==> src/rtl/hse_pkg.sv <==
package hse_pkg;

   typedef enum logic [1:0] {
      ST_RUN   = 2'd0,
      ST_WAIT  = 2'd1,
      ST_SWEEP = 2'd2
   } hse_state_e;

   typedef enum logic {
      RATE_FULL = 1'b0,
      RATE_DIV  = 1'b1
   } hse_rate_e;

   typedef struct packed {
      logic      hit;
      hse_rate_e rate;
   } hse_trig_t;

endpackage

==> src/rtl/hse_trigger_dec.sv <==
module hse_trigger_dec
   import hse_pkg::*;
#(
   parameter logic [7:0] OP_FAST_A = 8'h9D,
   parameter logic [7:0] OP_FAST_B = 8'hDD,
   parameter logic [7:0] OP_SLOW   = 8'hFD
) (
   input  logic [7:0] opcode_i,
   output hse_trig_t  trig_o
);

   localparam int NCODE = 3;
   localparam logic [NCODE-1:0][7:0] CODES = {OP_SLOW, OP_FAST_B, OP_FAST_A};
   localparam logic [NCODE-1:0]      SLOWS = 3'b100;

   logic [NCODE-1:0] match;

   for (genvar g = 0; g < NCODE; g++) begin : g_cmp
      assign match[g] = (opcode_i == CODES[g]);
   end

   always_comb begin
      trig_o.hit  = |match;
      trig_o.rate = (|(match & SLOWS)) ? RATE_DIV : RATE_FULL;
   end

endmodule

==> src/rtl/hse_ctrl.sv <==
module hse_ctrl
   import hse_pkg::*;
#(
   parameter int              LATENCY = 64000,
   parameter int              ADDR_W  = 16,
   parameter logic [ADDR_W-1:0] VEC_IRQ = 16'hFFF8,
   parameter logic [ADDR_W-1:0] VEC_NMI = 16'hFFFC
) (
   input  logic              clk_i,
   input  logic              rst_ni,
   input  logic              fetch_i,
   input  hse_trig_t         trig_i,
   input  logic              irq_i,
   input  logic              nmi_i,
   output hse_state_e        state_o,
   output hse_rate_e         rate_o,
   output logic              vec_vld_o,
   output logic [ADDR_W-1:0] vec_addr_o
);

   localparam int CW = (LATENCY < 2) ? 1 : $clog2(LATENCY);
   localparam logic [CW-1:0] LAST = CW'(LATENCY - 1);

   hse_state_e  state_q;
   hse_rate_e   rate_q;
   logic [CW-1:0] wait_q;
   logic        vec_vld_q;
   logic [ADDR_W-1:0] vec_q;

   always_ff @(posedge clk_i or negedge rst_ni) begin
      if (!rst_ni) begin
         state_q   <= ST_RUN;
         rate_q    <= RATE_FULL;
         wait_q    <= '0;
         vec_vld_q <= 1'b0;
         vec_q     <= '0;
      end else begin
         unique case (state_q)
            ST_RUN: begin
               if (fetch_i && trig_i.hit) begin
                  state_q   <= ST_WAIT;
                  rate_q    <= trig_i.rate;
                  wait_q    <= '0;
                  vec_vld_q <= 1'b0;
                  vec_q     <= '0;
               end else if (nmi_i) begin
                  vec_vld_q <= 1'b1;
                  vec_q     <= VEC_NMI;
               end else if (irq_i) begin
                  vec_vld_q <= 1'b1;
                  vec_q     <= VEC_IRQ;
               end else begin
                  vec_vld_q <= 1'b0;
                  vec_q     <= '0;
               end
            end
            ST_WAIT: begin
               if (wait_q == LAST) begin
                  state_q <= ST_SWEEP;
               end else begin
                  wait_q <= wait_q + 1'b1;
               end
            end
            ST_SWEEP: state_q <= ST_SWEEP;
            default:  state_q <= ST_RUN;
         endcase
      end
   end

   assign state_o    = state_q;
   assign rate_o     = rate_q;
   assign vec_vld_o  = vec_vld_q;
   assign vec_addr_o = vec_q;

endmodule

==> src/rtl/hse_sweep.sv <==
module hse_sweep
   import hse_pkg::*;
#(
   parameter int ADDR_W   = 16,
   parameter int SLOW_DIV = 2
) (
   input  logic              clk_i,
   input  logic              rst_ni,
   input  logic              run_i,
   input  hse_rate_e         rate_i,
   output logic [ADDR_W-1:0] addr_o
);

   logic              step;
   logic [ADDR_W-1:0] addr_q;

   if (SLOW_DIV == 1) begin : g_nodiv
      assign step = run_i;
   end else begin : g_div
      localparam int PW = $clog2(SLOW_DIV);
      localparam logic [PW-1:0] PLAST = PW'(SLOW_DIV - 1);
      logic [PW-1:0] pre_q;

      always_ff @(posedge clk_i or negedge rst_ni) begin
         if (!rst_ni) begin
            pre_q <= '0;
         end else if (!run_i) begin
            pre_q <= '0;
         end else if (pre_q == PLAST) begin
            pre_q <= '0;
         end else begin
            pre_q <= pre_q + 1'b1;
         end
      end

      assign step = run_i && ((rate_i == RATE_FULL) || (pre_q == PLAST));
   end

   always_ff @(posedge clk_i or negedge rst_ni) begin
      if (!rst_ni) begin
         addr_q <= '0;
      end else if (!run_i) begin
         addr_q <= '0;
      end else if (step) begin
         addr_q <= addr_q + 1'b1;
      end
   end

   assign addr_o = addr_q;

endmodule

==> src/rtl/halt_sweep_engine.sv <==
module halt_sweep_engine
   import hse_pkg::*;
#(
   parameter int              ADDR_W    = 16,
   parameter int              LATENCY   = 64000,
   parameter int              SLOW_DIV  = 2,
   parameter logic [7:0]      OP_FAST_A = 8'h9D,
   parameter logic [7:0]      OP_FAST_B = 8'hDD,
   parameter logic [7:0]      OP_SLOW   = 8'hFD,
   parameter logic [ADDR_W-1:0] VEC_IRQ = 16'hFFF8,
   parameter logic [ADDR_W-1:0] VEC_NMI = 16'hFFFC
) (
   input  logic              clk_i,
   input  logic              rst_ni,
   input  logic              fetch_i,
   input  logic [7:0]        opcode_i,
   input  logic              irq_i,
   input  logic              nmi_i,
   output logic [ADDR_W-1:0] addr_o,
   output logic              halted_o,
   output logic              addr_vld_o
);

   if (ADDR_W < 4) begin : g_bad_w
      $error("ADDR_W must be at least 4");
   end
   if (LATENCY < 1) begin : g_bad_lat
      $error("LATENCY must be at least 1");
   end
   if (SLOW_DIV < 1) begin : g_bad_div
      $error("SLOW_DIV must be at least 1");
   end

   hse_trig_t         trig;
   hse_state_e        state;
   hse_rate_e         rate;
   logic              vec_vld;
   logic [ADDR_W-1:0] vec_addr;
   logic [ADDR_W-1:0] sweep_addr;
   logic              sweeping;

   hse_trigger_dec #(
      .OP_FAST_A (OP_FAST_A),
      .OP_FAST_B (OP_FAST_B),
      .OP_SLOW   (OP_SLOW)
   ) dec_i (
      .opcode_i (opcode_i),
      .trig_o   (trig)
   );

   hse_ctrl #(
      .LATENCY (LATENCY),
      .ADDR_W  (ADDR_W),
      .VEC_IRQ (VEC_IRQ),
      .VEC_NMI (VEC_NMI)
   ) ctrl_i (
      .clk_i      (clk_i),
      .rst_ni     (rst_ni),
      .fetch_i    (fetch_i),
      .trig_i     (trig),
      .irq_i      (irq_i),
      .nmi_i      (nmi_i),
      .state_o    (state),
      .rate_o     (rate),
      .vec_vld_o  (vec_vld),
      .vec_addr_o (vec_addr)
   );

   assign sweeping = (state == ST_SWEEP);

   hse_sweep #(
      .ADDR_W   (ADDR_W),
      .SLOW_DIV (SLOW_DIV)
   ) sweep_i (
      .clk_i  (clk_i),
      .rst_ni (rst_ni),
      .run_i  (sweeping),
      .rate_i (rate),
      .addr_o (sweep_addr)
   );

   assign halted_o   = (state != ST_RUN);
   assign addr_vld_o = sweeping | vec_vld;
   assign addr_o     = sweeping ? sweep_addr : vec_addr;

endmodule

==> config.mk <==
export PLATFORM = sky130hd
export DESIGN_NAME = halt_sweep_engine
export DESIGN_NICKNAME = d
export VERILOG_FILES = /design/src/rtl/hse_pkg.sv /design/src/rtl/hse_trigger_dec.sv /design/src/rtl/hse_ctrl.sv /design/src/rtl/hse_sweep.sv /design/src/rtl/halt_sweep_engine.sv
export SDC_FILE = /design/constraint.sdc
export NUM_CORES = 1
export LEC_CHECK = 0
export BUFFER_PORTS_ARGS = -buffer_cell sky130_fd_sc_hd__buf_2
export CORE_MARGIN = 2
export CORE_UTILIZATION = 35
export DETAILED_ROUTE_END_ITERATION = 8
export GPL_TIMING_DRIVEN = 0
export HOLD_SLACK_MARGIN = 0.03
export PLACE_DENSITY = 0.53
export SYNTH_ARGS = -nofsm -noshare
export SYNTH_HDL_FRONTEND = slang
export SYNTH_SLANG_ARGS = --single-unit
export TNS_END_PERCENT = 100
==> constraint.sdc <==
create_clock -name clk_i -period 2.81 [get_ports clk_i]
set_clock_uncertainty 0.15 [all_clocks]
set_input_delay 0.4215 -clock clk_i [delete_from_list [all_inputs] [get_ports clk_i]]
set_output_delay 0.4215 -clock clk_i [all_outputs]
set_load 0.02 [all_outputs]
**Yosys cells after proc, flatten, opt, wreduce, memory -nomap -nowiden**

Cells that the tools add are included.

- ROM bits: 0
- Input bits: 13
- Memories kept: 0
- Latch bits: 0
- Register bits: 53
- RAM bits: 0

- Magnitude comparators: 0
- Multiplexer cells: 18
- Multipliers: 0
- Add/subtract/negate cells: 3
- Bitwise gates (word level): 2
- Div/mod/pow operators: 0
- Reduce and logical (&&, ||, !) cells: 10
- Equality and inequality tests: 10
- Shift-type cells: 0

Operators with widths:

| cell | count |
|---|---|
| $mux W16 | 8 |
| $add A16 B1 Y16 const B | 2 |
| $pmux W16 S2 | 1 |
| $eq A8 B8 Y1 const B | 3 |
| $eq A16 B16 Y1 const B | 1 |
| $mux W1 | 6 |
| $pmux W2 S3 | 1 |
| $mux W2 | 2 |
| $ne A2 B1 Y1 const B | 2 |
| $ne A2 B2 Y1 const B | 2 |
| $reduce_and A2 Y1 | 2 |
| $reduce_bool A2 Y1 | 2 |
| $reduce_and A3 Y1 | 1 |
| $reduce_or A3 Y1 | 1 |
| $eq A2 B1 Y1 const B | 1 |
| $eq A2 B2 Y1 const B | 1 |
| $logic_and A1 B1 Y1 | 2 |
| $logic_not A2 Y1 | 1 |
| $add A1 B1 Y1 const B | 1 |
| $logic_or A1 B1 Y1 | 1 |
| $not A1 Y1 | 1 |
| $or A1 B1 Y1 | 1 |

**Longest topological paths before layout**

Gate-level depths: netlist of the first run.

- Depth in word-level cells: 5
- Mapped depth: 9

**By module**

Synthesis of the first run repeated with hierarchy kept, for this count alone.

- Cell total of the unflattened synthesis: 264
- Area, all modules: 2,572.5 µm²

Modules (own cells, without submodules):

| module | times used | cells each | area each (µm²) |
|---|---|---|---|
| hse_ctrl | 1 | 153 | 1,420.1 |
| hse_sweep | 1 | 84 | 837.1 |
| halt_sweep_engine | 1 | 21 | 267.8 |
| hse_trigger_dec | 1 | 6 | 47.5 |

**Worst setup path after synthesis of the first run**

Ideal clock, no wire load.

- Kind: reg-to-output
- Start point: reg ctrl_i.state_q[0], in the netlist ctrl_i.state_o[0]
- End point: out addr_o[10]
- Arrival time: 1.461 ns
- Required time: 2.239 ns
- Path buffers: 2
- Stages on the path, launching flop included: 7
- Path slack: 0.777 ns
- Cells stage by stage: dfrtp_1 > inv_1 > ha_1 > clkbuf_1 > nand2b_1 > clkbuf_1 > nand2_1

- Longest elaborated chain between the ends: 2

Ends and longest elaborated chain:

| element | line | RTL |
|---|---|---|
| start: declaration | hse_ctrl.sv:24 | `hse_state_e state_q;` |
| start signal: assignment | hse_ctrl.sv:32 | `state_q <= ST_RUN;` |
| start signal: assignment | hse_ctrl.sv:41 | `state_q <= ST_WAIT;` |
| start signal: assignment | hse_ctrl.sv:59 | `state_q <= ST_SWEEP;` |
| $eq A2 B2 Y1 | halt_sweep_engine.sv:69 | `assign sweeping = (state == ST_SWEEP);` |
| $mux W16 | halt_sweep_engine.sv:84 | `assign addr_o = sweeping ? sweep_addr : vec_addr;` |
| end: declaration | halt_sweep_engine.sv:19 | `output logic [ADDR_W-1:0] addr_o,` |

No other way between the ends.

**Final worst setup path of the first run**

- Start point: reg ctrl_i.state_q[0], in the netlist ctrl_i.state_o[0]
- End point: out addr_o[15]

The elaborated chain is that of the path after synthesis.

==> results of run 1 <==
==> state kept, by name (all words and copies together) (netlist names) <==
signal	flops
ctrl_i.wait_q	16
ctrl_i.vec_addr_o	1
sweep_i.addr_o	16
ctrl_i.state_o	2
sweep_i.g_div.pre_q	1
ctrl_i.rate_o	1
ctrl_i.vec_vld_o	1
==> metal layers <==
metal | track usage (%) | part of all wire [%]
met2 | 20.16 | 44
met3 | 3.280 | 3.5
met1 | 20.04 | 52
met4 | 5.067 | 0.60
met5 | 0 | 0
==> path summary, 6_finish.rpt <==
kind	startpoint	endpoint	slack, ns
worst max-delay path	ctrl_i.state_o[0]$_DFFE_PN0P_	addr_o[15]	0.24
worst min-delay path	rst_ni	sweep_i.addr_o[0]$_DFFE_PN0P_	0.10
worst max register to register	ctrl_i.state_o[1]$_DFFE_PN0P_	ctrl_i.wait_q[4]$_DFFE_PN0P_	0.44
worst min register to register	sweep_i.g_div.pre_q$_DFF_PN0_	sweep_i.g_div.pre_q$_DFF_PN0_	0.30
max in group asynchronous	rst_ni	ctrl_i.wait_q[6]$_DFFE_PN0P_	1.84
min in group clk_i	opcode_i[5]	ctrl_i.rate_o$_DFFE_PN0P_	0.22
==> through the flow <==
stage          area, um^2  hold WS (ns)  setup slack, ns
3_3_place_gp         2424        0.2867           0.4687
3_5_place_dp         2424        0.2912           0.4385
6_report             2516        0.1038           0.2397
2_1_floorplan        2180      -0.02409           0.7771
5_1_grt              2516        0.1545         0.005871
4_1_cts              2515        0.1338           0.1060
==> layout make-up <==
| type | count | area [um^2] | share of cell area (%) |
|---|---|---|---|
| clock buffer | 7 | 86.33 | 3.431 |
| tap | 75 | 93.84 | 3.729 |
| clock inverter | 1 | 5.005 | 0.1989 |
| sequential | 38 | 950.9 | 37.79 |
| inverter | 10 | 37.54 | 1.492 |
| timing repair buffer | 30 | 150.1 | 5.967 |
| multi-input combinational | 183 | 1159 | 46.05 |
| buffer | 8 | 33.78 | 1.343 |
==> power by group <==
part           switching (W)  internal, W
clock network       0.000192     0.000198
registers          0.0000666     0.000621
logic               0.000567     0.000307
total               0.000825      0.00113
==> placed cells by master, fill, tap and decap left out, drive strengths merged <==
master | netlist | routed
a21boi | 3 | 3
nor2 | 11 | 11
clkbuf | 6 | 13
o21ai | 9 | 9
clkinv | 0 | 1
nand4 | 11 | 11
mux2 | 3 | 3
xnor2 | 16 | 16
inv | 10 | 10
or4 | 3 | 3
or3 | 7 | 7
o31ai | 3 | 3
a21o | 1 | 1
and2 | 16 | 16
nor2b | 4 | 4
o2bb2ai | 2 | 2
nor4 | 4 | 4
or2 | 2 | 2
nand3b | 1 | 1
buf | 2 | 32
xor2 | 3 | 3
a21oi | 9 | 9
dfrtp | 38 | 38
and4 | 2 | 2
and3 | 5 | 5
ha | 6 | 6
and3b | 2 | 2
nor3 | 5 | 5
a22o | 1 | 1
nor4bb | 1 | 1
a2111oi | 2 | 2
a41oi | 1 | 1
mux2i | 1 | 1
nand3 | 6 | 6
nand2b | 3 | 3
nand2 | 40 | 40
==> cells by family after synthesis <==
family / Yosys count
adders and majority gates: 6
and+or+nand+nor: 123
xor gates and xnor gates: 19
muxes: 4
AOI/OAI and AO/OA: 31
DFF: 38
buffers and inverters: 18
==> repair_timing <==
item	4_1_cts	5_1_grt
setup buffers	0	0
endpoints found under the hold margin	0	0
setup endpoints to repair	0	10
resized for setup	0	2
==> results.json, run 1 <==
{
  "cp_num_buf_inv": 4,
  "synthMuxAreaShare_pct": 2.009,
  "status": "complete, no violations",
  "yosys_warnings": 0,
  "synth.distinct_cells": 40,
  "required_ns": 2.24,
  "ios": 31,
  "globalplace.congestion": 0.7375,
  "core_um2": 5956,
  "synth_common_cells": "40 x nand2_1, 38 x dfrtp_1, 16 x and2_1, 16 x xnor2_1, 11 x nor2_1",
  "worstSetupPathType": "flip-flop to output port",
  "power.total_w": 0.001952,
  "first_pass_iters": 4,
  "clk_pin_slew_ns": 0.07,
  "path_delay_family": "buffers and inverters",
  "rows": 28,
  "ys.flop_type": "dfrtp_1",
  "p_leak_nw": 1.147,
  "grt-ovfl-total": 0,
  "yosys-top-cells-area": "dfrtp_1 44%, nand2_1 6.9%, xnor2_1 6.4%",
  "avgSynthCellArea_um2": 9.120,
  "yosysMostFrequentCell": "nand2_1",
  "crit_chain": "inv_1, ha_1, clkbuf_1, clkbuf_1, nand2_1, nand2_1, buf_2",
  "first_global_vias": 1652,
  "portBuffers": 30,
  "grt_max_degree": 39,
  "ys_seq_area_share_pct": 43.63,
  "synth_edf_count": 0,
  "syn-num-nets": 258,
  "rsz0062_at_grt": "no",
  "fmax_mhz": 389.1,
  "synth.largest_area_cell": "dfrtp_1",
  "ys_ff_latch": 38,
  "placed_cells": 344,
  "cp_slowest_stage_delay_ns": 0.40,
  "drc": 0,
  "grt_usage_pct": 13.88,
  "min_period_ns": 2.570,
  "fin_cells": 352,
  "fin_crit_sh_pct": 91.47,
  "dr_total_vias": 1768,
  "hold_buffers": 0,
  "ant_nets": 0,
  "p_per_area_nw_per_um2": 775.8,
  "synth_area_um2": 2180,
  "synthDominantCellAreaShare_pct": 43.63,
  "synth_xor_area_share_pct": 7.635,
  "fp.dieArea_um2": 6875,
  "grt_pass1_wl_mm": 7.859,
  "critPathLaunchType": "flip-flop",
  "syn_to_final_growth_pct": 15.44,
  "antenna_found_initial": 0,
  "slew_viol_final": 0,
  "nNetsFinal": 295,
  "relSlewSlack_pct": 25.39,
  "drv_cap": 0,
  "worstPathMaxFanout": 10,
  "wl_mm": 4.474,
  "synth_cells": 239,
  "wl_per_cell_um": 12.71,
  "hold_path_class": "input pin to async pin",
  "crit_slowest_cell": "dfrtp_1",
  "cts_tree": "built",
  "vdd_drop_max_mv": 0.3511,
  "drt_iter0_markers": 68,
  "nFillCells": 613,
  "reg2reg_depth": 8,
  "fp.dieW_um": 82.92,
  "hold_viol_final": 0,
  "cts_buffers": 5,
  "cts_buffer_depth": 2,
  "finalSetupViolCount": 0,
  "yosys.area_share.simple_pct": 30.25,
  "cts_sinks": 38,
  "fin_setup_tns_ns": 0,
  "crit_arrival_ns": 2.00,
  "antenna_cells": 0,
  "place.detailed.hpwl_mm": 3.197,
  "synth_compound_area_share_pct": 9.816,
  "cts-root-buf": "clkbuf_8",
  "drive_gt1_share_pct": 16.61,
  "avgViaCountPerCell": 5.023,
  "synth_top_family_by_area": "simple AND/OR/NAND/NOR gates",
  "dieHeight_um": 82.92,
  "clock_latency_ns": 0.29,
  "final_core_util_pct": 42.25,
  "cp.depth": 7,
  "htree_levels": 2,
  "cp-end-kind": "output port",
  "async_flop_share_pct": 100.0,
  "start_util_pct": 36.60,
  "tightest_slew_ns": 1.111,
  "synth_adder_area_share_pct": 3.444
}
(Power assumes the default switching activity.)
==> run 2: changes to the inputs <==
REMOVE_ABC_BUFFERS = 1   (was default)
==> results.json, run 2 (same netlist as run 1, synthesis figures left out) <==
{
  "reg2reg_depth": 7,
  "slew_viol_final": 0,
  "clkPwrFrac_pct": 18.8,
  "p_int_w": 0.001098,
  "avgViaCountPerCell": 4.936,
  "htree_levels": 2,
  "fp.dieW_um": 82.92,
  "nNetsFinal": 287,
  "portBuffers": 30,
  "globalplace.congestion": 0.7939,
  "final_core_util_pct": 41.64,
  "wl_mm": 4.277,
  "first_pass_iters": 4,
  "grt_usage_pct": 13.15,
  "relSlewSlack_pct": 30.44,
  "drive_gt1_share_pct": 15.67,
  "crit_arrival_ns": 1.95,
  "finalSetupViolCount": 0,
  "required_ns": 2.24,
  "cts-root-buf": "clkbuf_8",
  "tightest_slew_ns": 1.035,
  "clock_latency_ns": 0.29,
  "fin_crit_sh_pct": 89.65,
  "most-common-layout-cells": "40 x nand2_1, 38 x dfrtp_1, 30 x buf_2",
  "min_period_ns": 2.519,
  "clk_pin_slew_ns": 0.08,
  "grt-ovfl-total": 0,
  "drt_iter0_markers": 78,
  "critPathLaunchType": "flip-flop",
  "worstPathMaxFanout": 36,
  "cp-end-kind": "output port",
  "place.detailed.hpwl_mm": 2.985,
  "p_per_area_nw_per_um2": 769.0,
  "multi_input_area_um2": 1171,
  "cts_buffers": 5,
  "nFillCells": 609,
  "grt_pass1_wl_mm": 7.486,
  "wl_per_cell_um": 12.47,
  "power.switching_w": 0.0008086,
  "worstSetupPathType": "flip-flop to output port",
  "hold_path_class": "input pin to async pin",
  "p_leak_nw": 1.123,
  "mostFrequentLayoutCell": "nand2_1",
  "drc": 0,
  "cts_sinks": 38,
  "antenna_cells": 0,
  "sequentialPowerShare_pct": 36.3,
  "dr_total_vias": 1693,
  "cts_buffer_depth": 2,
  "p_comb_share_pct": 44.9,
  "r2r-end": "ctrl_i.wait_q[9]$_DFFE_PN0P_",
  "core_um2": 5956,
  "ios": 31,
  "grt_max_degree": 39,
  "rows": 28,
  "first_global_vias": 1589,
  "cts_tree": "built",
  "reg2reg_from": "ctrl_i.state_o[1]$_DFFE_PN0P_",
  "dieHeight_um": 82.92,
  "rsz0062_at_grt": "no",
  "antenna_found_initial": 0,
  "fmax_mhz": 396.9,
  "reg2reg_setup_slack_ns": 0.48,
  "status": "complete, no violations",
  "ant_nets": 0,
  "syn_to_final_growth_pct": 13.78,
  "power.total_w": 0.001907,
  "vdd_drop_max_mv": 0.4047,
  "hold_buffers": 0,
  "start_util_pct": 36.60,
  "final-seq-area_um2": 950.9,
  "hold_viol_final": 0,
  "fp.dieArea_um2": 6875,
  "drv_cap": 0,
  "p_sw_share_pct": 42.40
}
[run 2: how the worst max path moves through the flow]
stage / start / endpoint / cells past startpoint
after global placement: ctrl_i.state_o[0]$_DFFE_PN0P_ / addr_o[3] / 5
after global routing: ctrl_i.state_o[0]$_DFFE_PN0P_ / addr_o[15] / 5
after floorplan: ctrl_i.state_o[0]$_DFFE_PN0P_ / addr_o[10] / 4
after detailed placement: ctrl_i.state_o[0]$_DFFE_PN0P_ / addr_o[9] / 5
after CTS: ctrl_i.state_o[0]$_DFFE_PN0P_ / addr_o[9] / 5
final: ctrl_i.state_o[0]$_DFFE_PN0P_ / addr_o[9] / 5
[run 2: final cells by class]
cell class                 count  share of cell area [%]
clock buffer                   7                   3.078
timing repair buffer          30                   6.054
tap                           75                   3.784
multi-input combinational    183                   47.22
inverter                      10                   1.514
sequential                    38                   38.35
[run 2: stage by stage]
| stage | hold WS [ns] | std cells | worst slack (ns) | area [um^2] | TNS [ns] |
|---|---|---|---|---|---|
| 6_report | 0.08605 | 343 | 0.2908 | 2480 | 0 |
| 3_5_place_dp | 0.3184 | 336 | -0.009022 | 2391 | -0.01524 |
| 3_3_place_gp | 0.3096 | 336 | 0.05002 | 2391 | 0 |
| 4_1_cts | 0.1294 | 343 | 0.02522 | 2470 | 0 |
| 5_1_grt | 0.1671 | 343 | 0.06263 | 2480 | 0 |
| 2_1_floorplan | -0.02409 | 231 | 0.5900 | 2147 | 0 |
[run 2: power groups by stage]
stage	clock, W	sequential, W	combinational [W]
5_1_grt	0.000394	0.000707	0.000951
3_3_place_gp	0	0.000700	0.000850
2_1_floorplan	0	0.000681	0.000598
6_report	0.000358	0.000693	0.000856
4_1_cts	0.000368	0.000693	0.000867
3_5_place_dp	0	0.000703	0.000862
[run 2: routing by layer]
metal / GRT usage [%] / vias to the layer above / part of all wire (%)
met4: 4.024 / 0 / 1.1
met5: 0 / - / 0
met2: 21.85 / 24 / 49
met1: 16.93 / 781 / 47
li1: - / 882 / -
met3: 3.181 / 6 / 3.2
[run 2: what timing repair did]
action / CTS / global route
pin swaps: 0 / 0
gates resized for setup: 1 / 1
endpoints found under the setup margin: 14 / 13
setup buffers: 0 / 0
[run 2: worst max-delay path, stage by stage (launching register included)]
cell      delay (ns)
dfrtp_1         0.40
inv_1           0.15
ha_4            0.36
nand2b_1        0.46
nand2_1         0.11
buf_2           0.18
==> run 3: changes to the inputs <==
ABC_AREA = 1   (was default)
==> results.json, run 3 <==
{
  "antenna_cells": 0,
  "drc": 0,
  "antenna_found_initial": 0,
  "grt_pass1_wl_mm": 10.29,
  "place.detailed.hpwl_mm": 4.145,
  "p_int_w": 0.001063,
  "ios": 31,
  "avgViaCountPerCell": 4.733,
  "ys_ff_latch": 38,
  "fp.dieArea_um2": 8171,
  "cts_tree": "built",
  "finalSetupViolCount": 0,
  "final-seq-area_um2": 950.9,
  "synth_area_um2": 2613,
  "avgSynthCellArea_um2": 6.948,
  "synth.largest_area_cell": "dfrtp_1",
  "status": "complete, no violations",
  "relSlewSlack_pct": 40.27,
  "wl_per_cell_um": 11.55,
  "dr_total_vias": 2376,
  "worstPathMaxFanout": 20,
  "syn_to_final_growth_pct": 11.21,
  "core_um2": 7253,
  "first_global_vias": 2201,
  "hold_viol_final": 0,
  "rsz0062_at_grt": "no",
  "slew_viol_final": 0,
  "nNetsFinal": 422,
  "multi_input_area_um2": 1396,
  "synth.distinct_cells": 30,
  "wl_mm": 5.797,
  "crit_arrival_ns": 2.03,
  "cp-end-kind": "output port",
  "cts-root-buf": "clkbuf_8",
  "drt_iter0_markers": 128,
  "clock_latency_ns": 0.29,
  "start_util_pct": 36.02,
  "first_pass_iters": 4,
  "synth_edf_count": 0,
  "yosys-top-cells-area": "dfrtp_1 36%, nand2_1 17%, inv_1 7.0%",
  "final_core_util_pct": 40.06,
  "rows": 31,
  "power.switching_w": 0.0009630,
  "hold_buffers": 0,
  "worstSetupPathType": "flip-flop to output port",
  "most-common-layout-cells": "114 x nand2_1, 48 x inv_1, 39 x nor2_1",
  "drv_cap": 0,
  "fp.dieW_um": 90.40,
  "critPathLaunchType": "flip-flop",
  "synth_common_cells": "115 x nand2_1, 49 x inv_1, 39 x nor2_1, 38 x dfrtp_1, 31 x nand3_1",
  "vdd_drop_max_mv": 0.3742,
  "yosysMostFrequentCell": "nand2_1",
  "grt_usage_pct": 15.25,
  "min_period_ns": 2.602,
  "ant_nets": 0,
  "grt-ovfl-total": 0,
  "p_comb_share_pct": 49.7,
  "dieHeight_um": 90.40,
  "async_flop_share_pct": 100.0,
  "globalplace.congestion": 0.7849,
  "portBuffers": 30,
  "sequentialPowerShare_pct": 31.9,
  "synthDominantCellAreaShare_pct": 36.40,
  "cts_sinks": 38,
  "clk_pin_slew_ns": 0.08,
  "p_leak_nw": 1.331,
  "p_sw_share_pct": 47.52,
  "htree_levels": 2,
  "ys_seq_area_share_pct": 36.40,
  "required_ns": 2.24,
  "grt_max_degree": 39,
  "cts_buffers": 5,
  "drive_gt1_share_pct": 16.87,
  "ys.flop_type": "dfrtp_1",
  "power.total_w": 0.002026,
  "fmax_mhz": 384.3,
  "fin_crit_sh_pct": 92.60,
  "yosys_warnings": 0,
  "nFillCells": 796,
  "hold_path_class": "input pin to async pin",
  "mostFrequentLayoutCell": "nand2_1",
  "p_per_area_nw_per_um2": 697.5,
  "synth_cells": 376,
  "tightest_slew_ns": 0.8960,
  "clkPwrFrac_pct": 18.4,
  "cts_buffer_depth": 2
}
## run 3: critical path: stages (launching register included)
cell and delay (ns):
dfrtp_1 0.40, inv_1 0.11, ha_2 0.45, clkinvlp_4 0.24, buf_12 0.19, o21ai_0 0.16
buf_2 0.19
## run 3: cell families (layout without fill, tap and decap cells)
family	count (synthesis)	after routing	share of synthesized area, %
AND/OR/NAND/NOR	224	224	38.51
adder cells (fa/ha/maj)	6	6	2.873
buffers and inverters	60	87	10.34
XOR/XNOR	3	3	1.006
flip-flops	38	38	36.40
AO/OA/AOI/OAI	45	45	10.87
## run 3: final timing paths
path	from	to	slack [ns]	cells past startpoint
setup / recovery	ctrl_i.state_o[0]$_DFFE_PN0P_	addr_o[15]	0.21	6
hold / removal	rst_ni	sweep_i.addr_o[5]$_DFFE_PN0P_	0.10	1
setup reg to reg	ctrl_i.state_o[0]$_DFFE_PN0P_	sweep_i.addr_o[7]$_DFFE_PN0P_	0.29	8
hold reg to reg	sweep_i.g_div.pre_q$_DFF_PN0_	sweep_i.g_div.pre_q$_DFF_PN0_	0.27	1
max in group asynchronous	rst_ni	sweep_i.addr_o[2]$_DFFE_PN0P_	1.85	1
min in group clk_i	nmi_i	ctrl_i.vec_addr_o[2]$_DFFE_PN0N_	0.23	3
## run 3: stage by stage
stage | cell area (um^2) | hold WS, ns | instances | TNS, ns | setup WS (ns)
6_report | 2905 | 0.1044 | 502 | 0 | 0.2080
5_1_grt | 2905 | 0.1739 | 502 | 0 | 0.007118
4_1_cts | 2905 | 0.1432 | 502 | 0 | 0.1752
3_5_place_dp | 2800 | 0.2661 | 494 | -1.980 | -0.1752
3_3_place_gp | 2800 | 0.2646 | 494 | -1.531 | -0.1311
2_1_floorplan | 2526 | -0.02409 | 365 | 0 | 0.5045
## run 3: power by group through the flow
stage | Clock [W] | Combinational, W | Sequential, W
after floorplan | 0 | 0.000675 | 0.000651
after global placement | 0 | 0.000962 | 0.000656
after detailed placement | 0 | 0.000980 | 0.000658
after CTS | 0.000385 | 0.00103 | 0.000649
after global routing | 0.000416 | 0.00111 | 0.000659
final | 0.000373 | 0.00101 | 0.000647
## run 3: area by class of cell
type                    instances  share of cell area [%]
multi-input cells             278                   48.06
flip-flops and latches         38                   32.73
inverters                      49                   6.460
repair buffers                 31                   5.857
well taps                      99                   4.264
clock buffers                   7                   2.627
## run 3: what timing repair did
item / CTS / global route
resized for setup: 3 / 0
buffers inserted: 1 / 0
setup endpoints to repair: 15 / 0
## run 3: layer usage
| layer | global-route usage [%] | vias to the layer above | routed length (um) |
|---|---|---|---|
| met5 | 0 | - | 0 |
| met4 | 4.231 | 0 | 64 |
| met3 | 3.589 | 5 | 241 |
| met2 | 22.18 | 47 | 2394 |
| met1 | 22.57 | 1068 | 3097 |
| li1 | - | 1256 | - |
